==> src/rtl/pic_pkg.sv <==
package pic_pkg;
    localparam int NIN = 8;
    localparam int IW  = $clog2(NIN);
    localparam int DW  = 8;

    typedef enum logic [2:0] {
        ST_WAIT_W1,
        ST_WAIT_W2,
        ST_WAIT_W3,
        ST_WAIT_W4,
        ST_RUN
    } init_st_t;

    typedef struct packed {
        logic [DW-1:0] base;
        logic [DW-1:0] casc_word;
        logic          single;
        logic          auto_eoi;
        logic          running;
    } pic_cfg_t;

    typedef struct packed {
        logic          restart;
        logic          spec;
        logic          nonspec;
        logic [IW-1:0] idx;
    } pic_cmd_t;

    // Returns {found, index} of the lowest-numbered set bit.
    function automatic logic [IW:0] first_set(input logic [NIN-1:0] v);
        logic [IW:0] r;
        r = '0;
        for (int i = NIN - 1; i >= 0; i--) begin
            if (v[i]) r = {1'b1, IW'(i)};
        end
        return r;
    endfunction

    function automatic logic [NIN-1:0] onehot(input logic [IW-1:0] i);
        return NIN'(1) << i;
    endfunction
endpackage

==> src/rtl/pic_cfg_regs.sv <==
module pic_cfg_regs
    import pic_pkg::*;
(
    input  logic          clk,
    input  logic          rst,
    input  logic          wr,
    input  logic          addr,
    input  logic [DW-1:0] wdata,
    output pic_cfg_t      cfg,
    output logic [NIN-1:0] imr,
    output logic          rd_isr,
    output pic_cmd_t      cmd
);
    init_st_t      st;
    logic [DW-1:0] base_q;
    logic [DW-1:0] casc_q;
    logic          single_q;
    logic          need_w4_q;
    logic          aeoi_q;
    logic          start_w;
    logic          run;

    assign start_w = wr && !addr && wdata[4];
    assign run     = (st == ST_RUN);

    always_ff @(posedge clk) begin
        if (rst) begin
            st        <= ST_WAIT_W1;
            base_q    <= '0;
            casc_q    <= '0;
            single_q  <= 1'b0;
            need_w4_q <= 1'b0;
            aeoi_q    <= 1'b0;
            imr       <= '0;
            rd_isr    <= 1'b0;
        end else if (start_w) begin
            st        <= ST_WAIT_W2;
            single_q  <= wdata[1];
            need_w4_q <= wdata[0];
            aeoi_q    <= 1'b0;
            imr       <= '0;
            rd_isr    <= 1'b0;
        end else if (wr && addr) begin
            unique case (st)
                ST_WAIT_W2: begin
                    base_q <= wdata;
                    if (!single_q)      st <= ST_WAIT_W3;
                    else if (need_w4_q) st <= ST_WAIT_W4;
                    else                st <= ST_RUN;
                end
                ST_WAIT_W3: begin
                    casc_q <= wdata;
                    st     <= need_w4_q ? ST_WAIT_W4 : ST_RUN;
                end
                ST_WAIT_W4: begin
                    aeoi_q <= wdata[1];
                    st     <= ST_RUN;
                end
                ST_RUN:  imr <= wdata;
                default: ;
            endcase
        end else if (wr && !addr && run && wdata[3] && wdata[1]) begin
            rd_isr <= wdata[0];
        end
    end

    always_comb begin
        cfg.base      = base_q;
        cfg.casc_word = casc_q;
        cfg.single    = single_q;
        cfg.auto_eoi  = aeoi_q;
        cfg.running   = run;
        cmd.restart   = start_w;
        cmd.spec      = wr && !addr && run && !wdata[4] && !wdata[3]
                        && (wdata[7:5] == 3'b011);
        cmd.nonspec   = wr && !addr && run && !wdata[4] && !wdata[3]
                        && (wdata[7:5] == 3'b001);
        cmd.idx       = wdata[IW-1:0];
    end

    a_r2_restart_clears: assert property (@(posedge clk) disable iff (rst)
        start_w |=> (st == ST_WAIT_W2) && (imr == '0) && !rd_isr);

    a_r4_mask_load: assert property (@(posedge clk) disable iff (rst)
        (wr && addr && run) |=> (imr == $past(wdata)));

    a_r1_no_data_before_start: assert property (@(posedge clk) disable iff (rst)
        ((st == ST_WAIT_W1) && !start_w) |=> (st == ST_WAIT_W1));
endmodule

==> src/rtl/pic_prio_resolve.sv <==
module pic_prio_resolve
    import pic_pkg::*;
(
    input  logic [NIN-1:0] pend,
    input  logic [NIN-1:0] isr,
    output logic           found,
    output logic [IW-1:0]  win_idx
);
    logic [NIN-1:0] elig;

    for (genvar g = 0; g < NIN; g++) begin : g_elig
        assign elig[g] = pend[g] && (isr[g:0] == '0);
    end

    always_comb begin
        {found, win_idx} = first_set(elig);
    end

    always_comb begin
        if (found) a_r6_win_eligible: assert (elig[win_idx]);
    end
endmodule

==> src/rtl/pic_req_core.sv <==
module pic_req_core
    import pic_pkg::*;
(
    input  logic           clk,
    input  logic           rst,
    input  logic [NIN-1:0] irq_in,
    input  pic_cfg_t       cfg,
    input  pic_cmd_t       cmd,
    input  logic           ack,
    input  logic           role_sub,
    input  logic [IW-1:0]  cas_id_in,
    input  logic           found,
    input  logic [IW-1:0]  win_idx,
    output logic [NIN-1:0] irr,
    output logic [NIN-1:0] isr,
    output logic           ack_valid,
    output logic [DW-1:0]  ack_vec,
    output logic           cas_valid,
    output logic [IW-1:0]  cas_idx
);
    logic [NIN-1:0] line_q;
    logic [NIN-1:0] rise;
    logic [NIN-1:0] win_mask;
    logic [NIN-1:0] eoi_mask;
    logic [IW:0]    top_isr;
    logic           sub_mode;
    logic           id_ok;
    logic           take;
    logic           cas_hit;

    assign sub_mode = role_sub && !cfg.single;
    assign id_ok    = !sub_mode || (cas_id_in == cfg.casc_word[IW-1:0]);
    assign take     = ack && cfg.running && id_ok;
    assign rise     = irq_in & ~line_q;
    assign win_mask = found ? onehot(win_idx) : '0;
    assign cas_hit  = take && found && !role_sub && !cfg.single
                      && cfg.casc_word[win_idx];

    always_comb begin
        top_isr  = first_set(isr);
        eoi_mask = '0;
        if (cmd.spec)                     eoi_mask = onehot(cmd.idx);
        else if (cmd.nonspec && top_isr[IW]) eoi_mask = onehot(top_isr[IW-1:0]);
    end

    always_ff @(posedge clk) begin
        if (rst) begin
            line_q    <= '0;
            irr       <= '0;
            isr       <= '0;
            ack_valid <= 1'b0;
            ack_vec   <= '0;
            cas_valid <= 1'b0;
            cas_idx   <= '0;
        end else begin
            line_q <= irq_in;
            irr    <= (irr | rise) & irq_in & ~(take ? win_mask : '0);
            if (cmd.restart)
                isr <= '0;
            else
                isr <= (isr & ~eoi_mask)
                       | ((take && !cfg.auto_eoi) ? win_mask : '0);
            ack_valid <= take && !cas_hit;
            cas_valid <= cas_hit;
            cas_idx   <= win_idx;
            if (take)
                ack_vec <= {cfg.base[DW-1:IW], found ? win_idx : {IW{1'b1}}};
        end
    end

    a_r3_pulse_follows_ack: assert property (@(posedge clk) disable iff (rst)
        (ack_valid || cas_valid) |-> $past(ack));

    a_r12_one_responder: assert property (@(posedge clk) disable iff (rst)
        !(ack_valid && cas_valid));

    a_r10_aeoi_no_service: assert property (@(posedge clk) disable iff (rst)
        (cfg.running && cfg.auto_eoi) |-> (isr == '0));

    a_r8_spec_eoi_clears: assert property (@(posedge clk) disable iff (rst)
        (cmd.spec && !take) |=> !isr[$past(cmd.idx)]);

    a_r5_irr_tracks_line: assert property (@(posedge clk) disable iff (rst)
        (irr & ~$past(irq_in)) == '0);

    a_r13_foreign_id_idle: assert property (@(posedge clk) disable iff (rst)
        (ack && !id_ok) |=> !ack_valid && !cas_valid && $stable(isr));
endmodule

==> src/rtl/prio_irq_ctrl.sv <==
module prio_irq_ctrl
    import pic_pkg::*;
(
    input  logic          clk,
    input  logic          rst,
    input  logic          bus_addr,
    input  logic          bus_wr,
    input  logic [7:0]    bus_wdata,
    output logic [7:0]    bus_rdata,
    input  logic [7:0]    irq_in,
    input  logic          role_sub,
    input  logic [2:0]    cas_id_in,
    input  logic          int_ack,
    output logic          irq_out,
    output logic          ack_valid,
    output logic [7:0]    ack_vector,
    output logic          cas_valid,
    output logic [2:0]    cas_index
);
    pic_cfg_t       cfg;
    pic_cmd_t       cmd;
    logic [NIN-1:0] imr;
    logic [NIN-1:0] irr;
    logic [NIN-1:0] isr;
    logic           rd_isr;
    logic           found;
    logic [IW-1:0]  win_idx;

    pic_cfg_regs u_cfg (
        .clk    (clk),
        .rst    (rst),
        .wr     (bus_wr),
        .addr   (bus_addr),
        .wdata  (bus_wdata),
        .cfg    (cfg),
        .imr    (imr),
        .rd_isr (rd_isr),
        .cmd    (cmd)
    );

    pic_prio_resolve u_prio (
        .pend    (irr & ~imr),
        .isr     (isr),
        .found   (found),
        .win_idx (win_idx)
    );

    pic_req_core u_core (
        .clk       (clk),
        .rst       (rst),
        .irq_in    (irq_in),
        .cfg       (cfg),
        .cmd       (cmd),
        .ack       (int_ack),
        .role_sub  (role_sub),
        .cas_id_in (cas_id_in),
        .found     (found),
        .win_idx   (win_idx),
        .irr       (irr),
        .isr       (isr),
        .ack_valid (ack_valid),
        .ack_vec   (ack_vector),
        .cas_valid (cas_valid),
        .cas_idx   (cas_index)
    );

    assign irq_out   = cfg.running && found;
    assign bus_rdata = bus_addr ? imr : (rd_isr ? isr : irr);

    a_r1_quiet_until_setup: assert property (@(posedge clk) disable iff (rst)
        !cfg.running |-> !irq_out);

    a_r4_masked_never_raise: assert property (@(posedge clk) disable iff (rst)
        irq_out |-> ((irr & ~imr) != '0));

    a_r14_restart_clears_isr: assert property (@(posedge clk) disable iff (rst)
        cmd.restart |=> (isr == '0));
endmodule

==> config.mk <==
export PLATFORM = sky130hd
export DESIGN_NAME = prio_irq_ctrl
export DESIGN_NICKNAME = d
export VERILOG_FILES = /design/src/rtl/pic_pkg.sv /design/src/rtl/pic_cfg_regs.sv /design/src/rtl/pic_prio_resolve.sv /design/src/rtl/pic_req_core.sv /design/src/rtl/prio_irq_ctrl.sv
export SDC_FILE = /design/constraint.sdc
export NUM_CORES = 1
export LEC_CHECK = 0
export BUFFER_PORTS_ARGS = -buffer_cell sky130_fd_sc_hd__buf_4
export CAP_MARGIN = 10
export CORE_MARGIN = 10
export CORE_UTILIZATION = 51
export CTS_BUF_LIST = sky130_fd_sc_hd__clkbuf_4 sky130_fd_sc_hd__clkbuf_8
export DETAILED_ROUTE_END_ITERATION = 8
export GPL_ROUTABILITY_DRIVEN = 0
export PLACE_DENSITY = 0.71
export SETUP_SLACK_MARGIN = 0.15
export SLEW_MARGIN = 40
export SYNTH_ARGS = -nofsm -noshare
export SYNTH_HDL_FRONTEND = slang
export SYNTH_SLANG_ARGS = --single-unit
==> constraint.sdc <==
create_clock -name clk -period 3.2 [get_ports clk]
set_clock_uncertainty 0.05 [all_clocks]
set_input_delay 0 -clock clk [delete_from_list [all_inputs] [get_ports clk]]
set_output_delay 0 -clock clk [all_outputs]
set_load 0.005 [all_outputs]
After elaboration in Yosys (flattened, before gate mapping)
Index checks and enable logic that the tools add are counted.

word-level totals
  output and inout bits = 22
  bits in registers = 68
  logic and storage cells = 128

cells by class
  $lt $le $gt $ge = 1
  equality and inequality tests = 7
  bitwise gates (word level) = 14
  shifts and indexed selects = 3
  mux-type cells = 31
  reduce and logical (&&, ||, !) cells = 56

operator list
  cell                                                                          count
  4-bit 2-to-1 mux                                                              16
  8-bit 2-to-1 mux                                                              7
  8-bit bitwise AND                                                             5
  8-bit NOT                                                                     4
  1-bit logical AND                                                             29
  1-bit by 3-bit << shifter with 8-bit output, first input constant             3
  8-bit OR                                                                      2
  2-bit AND reduction                                                           5
  3-bit by 2-bit equality test with 1-bit output, second input constant         3
  3-bit 2-to-1 mux                                                              3
  3-bit case mux with 3 select lines                                            1
  1-bit zero test                                                               8
  8-bit zero test                                                               1
  7-bit zero test                                                               1
  3-bit by 1-bit equality test with 1-bit output, second input constant         2
  6-bit zero test                                                               1
  3-bit AND reduction                                                           2
  5-bit zero test                                                               1
  4-bit zero test                                                               1
  3-bit by 4-bit less-than comparator with 1-bit output, second input constant  1
  4-bit nonzero test                                                            1
  1-bit binary-select mux with 3-bit select                                     1
  3-bit equality test                                                           1
  3-bit equality test, second input constant                                    1
  other kinds (8)                                                               12

Logic depth before layout (Yosys ltp)
Gate-level depths: netlist (run 1).

  depth after elaboration = 17
  mapped depth = 9
  depth with buffers taken out = 7

Modules after synthesis
A second synthesis (run 1) with hierarchy kept.

unflattened totals
  cell total of the unflattened synthesis = 363
  area total of the unflattened synthesis = 3,244.4 um2

by module, submodules not included
  module            times used  area each (um2)  cells an instance
  pic_req_core      1           1,546.5          166
  pic_cfg_regs      1           1,292.5          135
  prio_irq_ctrl     1           229.0            35
  pic_prio_resolve  1           176.4            27

Worst setup path before layout (run 1)
No wires, ideal clock.

  path type = reg-to-reg
  start = register u_core.isr[0]
  end = register u_core.cas_valid
  period minus slack after synthesis = 2.283 ns
  cell stages (with the launch flop) = 10
  required time = 3.070 ns
  data arrival time = 2.153 ns
  slack = 0.917 ns
  cell sequence = dfxtp_1 > or4_1 > buf_2 > a211oi_2 > o21a_2 > and2_4 > buf_6 > a21oi_2 > a221o_1 > a211oi_2

on the way
  longest elaborated chain between the ends = 14
  elaborated cells between the ends (all ways) = 30
  classes of those cells = mux: 10; bitwise: 1; reduce/logical: 19

ends and longest elaborated chain
  what                                                                               RTL line                text
  start: declaration                                                                 pic_req_core.sv:15      output logic [NIN-1:0] isr,
  start signal: assignment                                                           pic_req_core.sv:61      isr <= (isr & ~eoi_mask)
  8-bit zero test                                                                    pic_prio_resolve.sv:12  assign elig[g] = pend[g] && (isr[g:0] == '0);
  1-bit logical AND                                                                  pic_prio_resolve.sv:12
  4-bit 2-to-1 mux (7 in series)                                                     pic_pkg.sv:34           if (v[i]) r = {1'b1, IW'(i)};
  4-bit 2-to-1 mux (*)                                                               pic_pkg.sv:34
  branches (longest 3 deep; another with 1-bit binary-select mux with 3-bit select)  n/a
  1-bit logical AND (*)                                                              pic_req_core.sv:37      && cfg.casc_word[win_idx];
  end signal: assignment                                                             pic_req_core.sv:64      cas_valid <= cas_hit;
  end: declaration                                                                   pic_req_core.sv:18      output logic cas_valid,

Every way passes the cells marked *. The select of a mux whose other input is x is not followed.
A chain may end at the register's enable or synchronous reset.

Worst setup path after layout (run 1)
  start = register u_cfg.st[1]
  end = register u_core.isr[5]

on the way
  longest elaborated chain between the ends = 11
  elaborated cells between the ends (all ways) = 16
  classes of those cells = eq/ne: 1; mux: 3; bitwise: 3; reduce/logical: 9

ends and longest elaborated chain
  what                             RTL line                                text
  start: declaration               pic_cfg_regs.sv:14                      init_st_t st;
  start signal: assignment         pic_cfg_regs.sv:53                      st <= need_w4_q ? ST_WAIT_W4 : ST_RUN;
  3-bit equality test (*)          pic_cfg_regs.sv:24                      assign run = (st == ST_RUN);
  1-bit logical AND (3 in series)  pic_cfg_regs.sv:74, pic_cfg_regs.sv:76
  1-bit logical AND                pic_cfg_regs.sv:77                      && (wdata[7:5] == 3'b001);
  1-bit logical AND                pic_req_core.sv:43                      else if (cmd.nonspec && top_isr[IW]) eoi_mask = onehot(top_isr[IW-1:0]);
  8-bit 2-to-1 mux                 pic_req_core.sv:43
  8-bit 2-to-1 mux                 pic_req_core.sv:42                      if (cmd.spec) eoi_mask = onehot(cmd.idx);
  8-bit NOT                        pic_req_core.sv:61
  8-bit bitwise AND                pic_req_core.sv:61
  8-bit OR (*)                     pic_req_core.sv:62                      | ((take && !cfg.auto_eoi) ? win_mask : '0);

Every way passes the cells marked *; elsewhere a longest branch is shown, timed or not.

==> impl.org, run 1 <==
** Status
- The flow ran to the end, and the final reports show no timing, DRC or antenna violations.

** Synth
- Post-Synth Adder-Cell Area :: 0%
- Most used DFF post-synth :: dfxtp_1
- For this run, the number of Yosys warnings is 0.
- The portion of synthesized area spent on multiplexers is 7.96%.
- Post-Synthesis Cells :: 374
- After Yosys synthesis, XOR and XNOR cells account for 0.871% of the synthesized area.
- Synthesis instantiated 47 different standard cells from the library.
- Summing the areas of all compound-gate instances in the mapped netlist gives 20.4% of the synthesized area.
- Counting flops with an async set or reset pin after synthesis yields a share of 0%.
- By area, the combinational part of the netlist is dominated by simple AND/OR/NAND/NOR gates.
- Post-synthesis sequential element count :: 65
- In this run the cell area of the synthesized design comes to 0.00302 mm².
- When the netlist entered floorplanning its net count stood at 399.
- The average instance in the mapped netlist occupies 8.07 µm².
- Yosys mapped a number of flops with a built-in enable equal to 0.
- Of the synthesized area, sequential elements account for 43.1%.
- After Yosys synthesis, and, or, nand and nor cells account for 23.2% of the synthesized area.

** STA
- Final critical-path required period :: 2.50 ns
- The total count of max-transition violations in the final report came to 0.
- Final critical-path share of the clock period :: 78.2%
- Adding up every negative setup slack in the final design gives 0 ns.
- Final hold viol count :: 0
- Unrepaired setup endpoints after global routing :: no
- Top achievable clock speed :: 400 MHz
- Total of endpoints with negative setup slack in the final report :: 0
- Slew @ Worst Pin :: 0.627 ns
- Worst max-slew margin expressed relative to the limit :: 58.0%

** Placement
- Half-perimeter wire length after detailed placement :: 6180 µm
- Cell total after placement :: 475
- PortBufs :: 46

** Worst setup path
- Worst setup SP type :: flop
- Setup crit end kind :: flop
- The startpoint identified for the worst register-to-register timing path is u_cfg.st[1].
- Measured in cells, the most critical reg-to-reg path has a length of 7.
- Data on the critical path is required at its endpoint by 3.37 ns.
- In this run the worst setup path terminates at u_core.isr[5].
- By startpoint and endpoint, the worst setup path is classified as flop to flop.
- Top fanout value on the critical path :: 13
- The critical path starts at u_cfg.st[1].
- Data arrival, critical path :: 2.67 ns
- For flop-to-flop paths, the worst setup slack is 0.70 ns.
- The worst register-to-register path ends at u_core.isr[5].

** Cells and area
- Cells fill 67.0% of the core in the end.
- Once layout is complete, the cells apart from fillers number 507.
- Final antenna diode count :: 0
- In the final layout, the share of cells above drive strength 1 is 17.2%.
- Area added between synthesis and finish :: 24.5%
- Final layout net count :: 455

** Pwr
- Leakage :: 1.43 nW
- For this design the ratio of total power to cell area is 455 mW/mm².
- Power consumption :: 0.00171 W
- Peak supply drop :: 0.366 mV

** Clocking
- Number of cells upsized or downsized after cts :: 0
- The tree is rooted in a clkbuf_8.
- Longest Clk Path Bufs :: 2
- Number of clock sinks seen by CTS :: 65
- Clock transition at path regs :: 0.07 ns
- CTS H-tree lvls :: 3
- Number of buffers created by CTS :: 9
- TritonCTS clock tree :: yes
- The clock reaches the later pin of the worst-skew pair after 0.34 ns.
- The number of setup buffers added after CTS is 0.

** Routing
- # DRC :: 0
- Vias after detailed routing :: 2857
- Count of routing violations after the opening detailed-route iteration :: 207
- Final WL :: 8430 µm
- In the final routed layout, each cell accounts on average for 16.6 µm.
- Count of antenna-violating nets left after detailed routing :: 0
- Before antenna repair, the detailed router went through 6 iterations.
- Post-DR vias/cell :: 5.64

** Global routing
- Via count of the first global-routing pass :: 2834
- The first global-routing pass estimated 14100 µm of wire.
- Entering global routing, the biggest net connects 39 pins.
- Global routing consumed, on the met1 layer, 23.0% of the routing resources.
- Global routing consumed, on the met2 layer, 28.1% of the routing resources.
- Tot GR Track Use :: 17.9%
- In this run the most used layer during global routing was met2.
- GRT Residual Overflow :: 0
- Initial antenna violation count :: 0
- Grt met3 use :: 3.83%

** Min path
- HP Class :: input pin to flop

** Floorplan
- The die is 96.9 µm tall.
- Starting utilization of the core area :: 53.8%
- The die is 96.9 µm wide.
- After floorplanning, the core was divided into 27 placement rows.
- Die area :: 0.00939 mm²
- Core area :: 0.00561 mm²
- Number of top-level design ports :: 47

** Flow run
- The tool flagged a number of max-cap violations equal to 0.
report_power, final:
group,internal (W),switching (W)
Clock,0.000375,0.000315
Combinational,0.0000785,0.000102
Sequential,0.000826,0.0000116
area by class of cell:
class	count	area, µm²
clock buffers	10	138
flip-flops and latches	65	1300
clock inverters	6	57.6
well taps	72	90.1
repair buffers	64	520
fillers	509	1850
inverters	14	52.6
multi-input cells	276	1600
Yosys cell counts, types with 2 or more instances:
cell	number	area (µm²)
a211oi_1	2	15.0
a211oi_2	2	25.0
a21o_1	2	15.0
a21oi_1	33	165
a221o_1	3	30.0
a221oi_1	2	17.5
a22oi_1	4	30.0
a32oi_1	5	43.8
and2_1	4	25.0
clkbuf_1	16	60.1
dfxtp_1	65	1300
inv_1	14	52.6
mux2i_1	24	240
nand2_1	46	173
nand2b_1	8	50.1
nand3_1	2	10.0
nand3b_1	2	15.0
nor2_1	51	191
nor2b_1	12	75.1
nor3_1	9	45.0
nor3b_1	2	15.0
nor4_1	2	12.5
o21ai_0	35	175
o311ai_0	2	17.5
or4b_1	3	30.0
xor2_1	3	26.3
cell usage in the layout (no fill, tap or decap), drive strengths merged, types with 4 or more instances in the layout:
master | synthesis | routed
dlygate4sd3 | 0 | 16
nor3 | 9 | 9
and2 | 5 | 5
dfxtp | 65 | 65
clkinv | 0 | 4
nand2b | 8 | 8
buf | 3 | 48
mux2i | 24 | 24
a211oi | 4 | 4
a21oi | 34 | 34
inv | 14 | 14
nand2 | 46 | 46
a32oi | 5 | 5
clkbuf | 16 | 10
nor2 | 51 | 51
o21ai | 36 | 36
nor2b | 12 | 12
a22oi | 4 | 4
worst max-delay path, stage by stage, from the launching register on:
cell and delay [ns]:
dfxtp_1 0.43, or3b_2 0.57, nor3_1 0.40, nand3b_1 0.20
nor4_1 0.33, o211ai_1 0.15, a32oi_1 0.21, nor2_1 0.05
metal layers:
layer / vias to the layer above / wire length (µm)
li1: 1412 / -
met1: 1337 / 3790
met2: 91 / 3990
met3: 17 / 499
met4: 0 / 157
met5: - / 0
how the worst min path moves through the flow:
stage                 start          endpoint  slack [ns]  depth (start not counted)
6_report           role_sub  u_core.cas_valid        0.02                          4
5_1_grt            role_sub  u_core.cas_valid        0.03                          4
4_1_cts            role_sub  u_core.cas_valid        0.01                          4
3_5_place_dp      irq_in[4]  u_core.line_q[4]        0.21                          2
3_3_place_gp      irq_in[2]  u_core.line_q[2]        0.20                          2
2_1_floorplan  bus_wdata[3]   u_cfg.base_q[3]        0.09                          2
registers in the layout (all words and copies together) (netlist names):
signal / count
u_cfg.casc_q: 8
u_cfg.imr: 8
u_core.ack_vec: 8
u_core.irr: 8
u_core.isr: 8
u_core.line_q: 8
u_cfg.base_q: 5
u_cfg.st: 3
u_core.cas_idx: 3
u_cfg.aeoi_q: 1
u_cfg.need_w4_q: 1
u_cfg.rd_isr: 1
u_cfg.single_q: 1
u_core.ack_valid: 1
u_core.cas_valid: 1
through the flow:
stage                     hold WS [ns]  instance area (µm²)  setup WS [ns]
after global placement           0.203                 3390          0.827
after floorplan                 0.0860                 3020          0.917
after detailed placement         0.205                 3390          0.779
after global routing            0.0274                 3750          0.543
after CTS                       0.0124                 3750          0.763
final                           0.0224                 3750          0.698
what timing repair did:
item / in CTS / in global routing
hold endpoints to repair: 36 / 0
hold buffers: 16 / 0
endpoints found under the setup margin: 0 / 0
cell families after synthesis:
logic type      after synthesis
mux                          24
simple gates                149
flops                        65
xor+xnor                      3
compound gates              100
buf+inv                      33
Power figures use the tool's default switching activity.
==> run 2: changes to the inputs <==
--- a/config.mk
+++ b/config.mk
@@ -12,7 +12,7 @@
 export CTS_BUF_LIST = sky130_fd_sc_hd__clkbuf_4 sky130_fd_sc_hd__clkbuf_8
 export DETAILED_ROUTE_END_ITERATION = 8
 export GPL_ROUTABILITY_DRIVEN = 0
-export PLACE_DENSITY = 0.71
+export PLACE_DENSITY = 0.74
 export SETUP_SLACK_MARGIN = 0.15
 export SLEW_MARGIN = 40
 export SYNTH_ARGS = -nofsm -noshare
==> constraint.sdc (replaced) <==
create_clock -name clk -period 2.1 [get_ports clk]
set_clock_uncertainty 0.05 [all_clocks]
set_input_delay 0 -clock clk [delete_from_list [all_inputs] [get_ports clk]]
set_output_delay 0 -clock clk [all_outputs]
set_load 0.005 [all_outputs]
==> run 2 against run 1 <==
  * The flow now finishes with violations (setup timing)
  * Die area is the same
  * Worst setup slack worse by 0.86 ns
  * Largest power group unchanged
  * Combinational power rose by 130%
  * Critical path depth down 1
  * Final cell count grew 8.3%
==> impl.org, run 2 (synthesis gave the netlist of run 1 again) <==
** Status
- Status :: complete, but fails checks
- The final reports fail on setup timing.

** Global routing
- First-pass GRT wire length :: 15600 µm (+10%)
- Tot GR Track Use :: 20.0% (+2.1 points)
- The maximum number of pins on one net before global-route repair came to 39 (unchanged).
- The overall overflow remaining after global route was 0 (unchanged).
- The initial antenna violation count was 0 (unchanged).
- The via count of the first global-routing pass came to 3080 (+8.7%).

** STA
- The total count of max-transition violations in the final report is 0 (unchanged).
- Final worst-path setup slack :: -0.161 ns (-0.859 ns)
- The slew at the pin with the worst max-slew slack was 0.573 ns (-0.0540 ns).
- Final critical-path share of the clock period :: 108% (+29 points)
- Final hold viol count :: 0 (unchanged)
- Worst max-slew margin expressed relative to the limit :: 61.7% (+3.7 points)
- Fin Hold WS :: 0.0146 ns (-0.00782 ns)
- Setup repair after global routing could not meet its margin everywhere.
- The maximum clock rate was 442 MHz (+11%).
- The number of setup violations in the final report was 11 (+11).
- The clock period minus final worst setup slack is 2.26 ns (-0.241 ns).

** Floorplan
- Die area :: 0.00939 mm² (unchanged)
- The placeable core area was 0.00561 mm² (unchanged).
- Number of standard-cell rows in the floorplan :: 27 (unchanged)
- The top-level I/O count came to 47 (unchanged).
- Die height :: 96.9 µm (unchanged)
- Starting utilization of the core area :: 53.8% (unchanged)
- Width of the chip :: 96.9 µm (unchanged)

** Worst setup path
- Critical path, cell by cell :: or4b_4, o22ai_1, o311ai_0, or2_0, a221oi_1, nor4_1
- The length in cells of the worst reg-to-reg path was 6 (-1).
- The worst reg-to-reg setup slack was -0.16 ns (-0.86 ns).
- Crit-path slowest cell :: or4b_4
- Reg-to-reg endpoint :: u_core.ack_valid
- The data arrival time at the worst-slack endpoint was 2.44 ns (-0.23 ns).
- STA classifies the critical path endpoint as a flop.
- The maximum single-stage delay on the critical path came to 0.58 ns (about the same).
- Number of buffer and inverter instances along the worst setup path :: 0 (unchanged)
- Gate family responsible for the most delay along the worst path :: simple AND/OR/NAND/NOR gates
- Setup CP Type :: flop to flop
- Worst setup SP type :: flop
- The critical path data required time is 2.28 ns (-1.09 ns).
- The critical path starts at u_cfg.imr[2].
- The startpoint identified for the worst register-to-register timing path is u_cfg.imr[2].
- The maximum fanout count along the critical path is 4 (-9).

** Pwr
- Design internal power :: 0.00196 W (+53%)
- Peak supply drop :: 0.518 mV (+41%)
- Pwr per Cell Area :: 625 mW/mm² (+37%)
- The leakage power came to 1.67 nW (+17%).
- Flop pwr share :: 47.3% (-1.7 points)
- The switching power was 0.000726 W (+69%).
- Share of total power in combinational logic :: 15.5% (+4.9 points)
- Proportion of total power due to net switching :: 27.0% (+1.9 points)
- Clock power frac :: 37.2% (-3.2 points)

** Placement
- Pre-CTS setup slack :: -0.122 ns (-0.900 ns)
- Cell total after placement :: 515 (+8.4%)
- Half-perimeter wire length after detailed placement :: 6650 µm (+7.5%)
- PortBufs :: 46 (unchanged)
- The post-place instance area is 0.00373 mm² (+9.9%).

** Cells and area
- Final layout net count :: 497 (+9.2%)
- Most common cell after layout, fill and taps aside :: buf_4
- The number of non-filler instances in the completed layout is 549 (+8.3%).
- The summed area of non-filler cells in the final layout is 0.00430 mm² (+14%).
- Area added between synthesis and finish :: 42.5%
- The share of post-route cells with drive strength above 1 was 32.7% (+15 points).
- Leaving out fill and tap cells, the most frequent cells in the layout are buf_4, dfxtp_1, nand2_1, nor2_1, o21ai_0.
- The number of diodes added for antenna fixing came to 0 (unchanged).

** Min path
- In this run the worst hold path is classified as input pin to flop.
- The count of cells along the worst hold path came to 2 (-2).
- Worst min-delay path endpoint :: u_cfg.single_q
- In this run the most critical hold path is launched from rst.

** Clocking
- The source-to-sink clock delay at the later pin of the worst-skew pair is 0.36 ns (+0.02 ns).
- Clock transition at path regs :: 0.07 ns (about the same)
- The tree is rooted in a clkbuf_8.
- The count of clock tree sinks came to 65 (unchanged).
- The number of buffers created by CTS came to 9 (unchanged).
- TritonCTS built the clock tree.
- The maximum clock path buffer count came to 2 (unchanged).
- The H-tree depth came to 3 (unchanged).

** Routing
- Number of detailed-route iterations in the first pass :: 4 (-2)
- The count of unresolved DRC violations after routing came to 0 (unchanged).
- Post-DR vias/cell :: 5.77 (+2.3%)
- Count of antenna-violating nets left after detailed routing :: 0 (unchanged)
- Vias after detailed routing :: 3165 (+11%)
- The first-iteration detailed-routing DRC count is 232 (+12%).
- The average detailed-routed wire length per instance is 18.0 µm (+8.0%).
- Final WL :: 9870 µm (+17%)

** Flow run
- The max-capacitance violation count is 0 (unchanged).
run 2: power by group through the flow:
stage	Combinational (W)	Clock (W)	Sequential [W]
CTS	0.000377	0.00100	0.00127
global placement	0.000311	0	0.00130
floorplan	0.000175	0	0.00130
finish	0.000416	0.00100	0.00127
global route	0.000442	0.00107	0.00128
detailed placement	0.000315	0	0.00130
run 2: timing repair:
action,in CTS,in global routing
resized for setup,28,20
cloned,0,0
pin swaps,12,1
setup endpoints to repair,21,27
hold endpoints to repair,36,0
buffers inserted,0,2
hold buffers,16,0
run 2: layer usage:
layer  GRT usage, %  up-vias  share of wire (%)
li1               -     1496                  -
met3           5.89       28                8.9
met5              0        -                  0
met4           8.34        0                2.6
met2           32.0      167                 47
met1           24.4     1474                 41
run 2: final cells by class:
| type | instances | area [µm²] |
|---|---|---|
| Multi-Input combinational cell | 276 | 1800 |
| Fill cell | 411 | 1310 |
| Sequential cell | 65 | 1300 |
| Timing Repair Buffer | 106 | 862 |
| Clock buffer | 12 | 159 |
| Tap cell | 72 | 90.1 |
| Inverter | 14 | 52.6 |
| Clock inverter | 4 | 27.5 |
run 2: per-stage QoR:
| stage | power [W] | setup TNS, ns | utilization, % |
|---|---|---|---|
| 2_1_floorplan | 0.00147 | -0.104 | - |
| 3_3_place_gp | 0.00161 | -0.0938 | 66.5 |
| 3_5_place_dp | 0.00162 | -0.291 | 66.5 |
| 4_1_cts | 0.00265 | -0.133 | 74.7 |
| 5_1_grt | 0.00279 | -1.89 | 76.7 |
| 6_report | 0.00269 | -0.600 | 76.7 |
run 2: worst max path at each step:
stage	endpoint	cells after the start
floorplan	u_core.cas_valid	9
global placement	u_core.cas_valid	7
detailed placement	u_core.cas_valid	7
CTS	u_core.cas_valid	7
global route	u_core.ack_valid	6
finish	u_core.ack_valid	6
==> run 3: changes to the inputs <==
--- a/config.mk
+++ b/config.mk
@@ -14,6 +14,7 @@
 export GPL_ROUTABILITY_DRIVEN = 0
 export PLACE_DENSITY = 0.74
 export SETUP_SLACK_MARGIN = 0.15
+export SKIP_CTS_REPAIR_TIMING = 1
 export SLEW_MARGIN = 40
 export SYNTH_ARGS = -nofsm -noshare
 export SYNTH_HDL_FRONTEND = slang
==> run 3 against run 2 <==
  * The flow still finishes with violations (setup timing)
  * Highest routed layer unchanged
  * Total power decreased by 0.49%
  * Largest power group unchanged
  * Combinational power decreased by 4%
  * Critical path depth increased by 1
  * Sequential share of layout area increased by 0.31 points
  * Die area unchanged
  * Core utilization decreased by 0.71 points
==> impl.org, run 3 (synthesis gave the netlist of run 1 again) <==
** Status
- Status :: complete, but fails checks
- Violated checks :: setup timing

** STA
- The final critical-path share of the clock period was 105% (-2.7 points).
- The headroom to the max-slew limit is 61.1% (-0.67 points).
- The worst setup slack after layout is -0.104 ns (+0.0568 ns).
- Max-slew violations :: 0 (unchanged)
- Fin Hold WS :: 0.0140 ns (-0.000597 ns)
- The number of setup violations in the final report came to 6 (-5).
- The final number of hold-violating endpoints came to 0 (unchanged).
- Unrepaired setup endpoints after global routing :: yes
- Slew @ Worst Pin :: 0.583 ns (+0.0100 ns)
- Top achievable clock speed :: 454 MHz (+2.6%)
- Final critical-path required period :: 2.20 ns (-0.0568 ns)

** Routing
- Number of detailed-route iterations in the first pass :: 7 (+3)
- # DRC :: 0 (unchanged)
- The first-iteration detailed-routing DRC count is 281 (+21%).
- DR WL/cell :: 17.8 µm (-1.2%)
- The count of antenna-violating nets left after detailed routing was 0 (unchanged).
- The total number of vias is 3130 (-1.1%).
- Post-DR vias/cell :: 5.71 (-0.93%)
- Final WL :: 9730 µm (-1.4%)

** Floorplan
- The number of core rows came to 27 (unchanged).
- The die area was 0.00939 mm² (unchanged).
- The die outline height came to 96.9 µm (unchanged).
- The initial core utilization is 53.8% (unchanged).
- Width of the chip :: 96.9 µm (unchanged)
- The placeable core area came to 0.00561 mm² (unchanged).
- Number of top-level design ports :: 47 (unchanged)

** Pwr
- The total chip power was 0.00267 W (-0.49%).
- Leakage :: 1.66 nW (-0.70%)
- Pwr per Cell Area :: 628 mW/mm² (+0.44%)
- The maximum vdd drop was 0.520 mV (+0.32%).

** Clocking
- Clk Latency, worst-skew pair :: 0.35 ns (about the same)
- The tree is rooted in a clkbuf_8.
- Number of buffers created by CTS :: 9 (unchanged)
- Longest Clk Path Bufs :: 2 (unchanged)
- Number of clock sinks seen by CTS :: 65 (unchanged)
- Clock transition at path regs :: 0.07 ns (about the same)
- TritonCTS built the clock tree.
- The H-tree depth is 3 (unchanged).

** Cells and area
- Total of fill cells in the finished design :: 413 (+0.49%)
- Most frequent cells in the layout :: buf_4, dfxtp_1, nor2_1, nand2_1, o21ai_0
- The final design utilization was 75.9% (-0.71 points).
- Final layout net count :: 496 (-0.20%)
- Final antenna diode count :: 0 (unchanged)
- The number of non-filler instances in the completed layout is 548 (-0.18%).
- Finished layout cell area :: 0.00426 mm² (-0.93%)
- Area added between synthesis and finish :: 41.2%
- Layout cells sized above 1 :: 31.5% (-1.2 points)
- Area taken by flip-flops and latches :: 0.00131 mm² (about the same)
- Leaving out fill and tap cells, the most frequent cell in the layout is buf_4.
- The area occupied by multi-input gates was 0.00178 mm² (-1.5%).

** Min path
- HP Class :: input pin to flop

** Global routing
- Tot GR Track Use :: 19.0% (-1.1 points)
- The overall overflow remaining after global route came to 0 (unchanged).
- The via count of the first global-routing pass is 2924 (-5.1%).
- The initial antenna violation count is 0 (unchanged).
- Largest net degree at the start of global routing :: 39 (unchanged)
- The first-pass GRT wire length was 14800 µm (-5.3%).

** Placement
- The number of instances in the placed design is 515 (unchanged).
- The post-place instance area was 0.00373 mm² (unchanged).
- The number of buffers inserted by port buffering is 46 (unchanged).
- Half-perimeter wire length after detailed placement :: 6650 µm (unchanged)

** Flow run
- Max-cap check violation count :: 0 (unchanged)

** Worst setup path
- The data arrival time at the worst-slack endpoint is 2.43 ns (about the same).
- Required time worst endpoint :: 2.33 ns (+0.05 ns)
- The maximum fanout count along the critical path is 5 (+1).
- Setup CP Type :: flop to flop
- Worst setup SP type :: flop
- STA classifies the critical path endpoint as a flop.
[run 3: power breakdown]
group          total (W)  internal (W)  switching, W
Sequential       0.00127       0.00126     0.0000141
Combinational   0.000401      0.000194      0.000207
Clock            0.00100      0.000503      0.000498
Total            0.00267       0.00196      0.000719
[run 3: path summary, 6_finish.rpt]
kind / start / end / slack (ns) / cells past startpoint
worst max-delay path: u_cfg.imr[7] / u_core.cas_valid / -0.10 / 7
worst min-delay path: rst / u_cfg.single_q / 0.01 / 2
worst max register to register: u_cfg.imr[7] / u_core.cas_valid / -0.10 / 7
worst min register to register: u_cfg.base_q[5] / u_core.ack_vec[5] / 0.40 / 2
[run 3: area by class of cell]
cell class / instances / share of cell area (%)
Clock buffer: 12 / 3.73
Clock inverter: 4 / 0.646
Sequential cell: 65 / 30.6
Tap cell: 72 / 2.12
Multi-Input combinational cell: 276 / 41.7
Timing Repair Buffer: 105 / 19.9
Inverter: 14 / 1.23
[run 3: through the flow]
stage / TNS, ns / setup slack [ns]
after floorplan: -0.104 / -0.0715
after global placement: -0.0938 / -0.0605
after detailed placement: -0.291 / -0.122
after CTS: -0.536 / -0.159
after global routing: -1.22 / -0.206
final: -0.222 / -0.104
[run 3: metal layers]
layer	vias to the layer above	wire [µm]	GRT usage (%)	share of wire (%)
li1	1503	-	-	-
met1	1501	4240	24.0	44
met2	109	4730	29.7	49
met3	17	645	5.46	6.6
met4	0	114	7.22	1.2
met5	-	0	0	0
[run 3: critical path, stage by stage (launching register included)]
cell      delay (ns)
dfxtp_2         0.32
or4b_4          0.54
a21bo_4         0.20
a31oi_2         0.12
nor2_4          0.21
nand2_1         0.11
a221o_1         0.38
a211oi_2        0.21
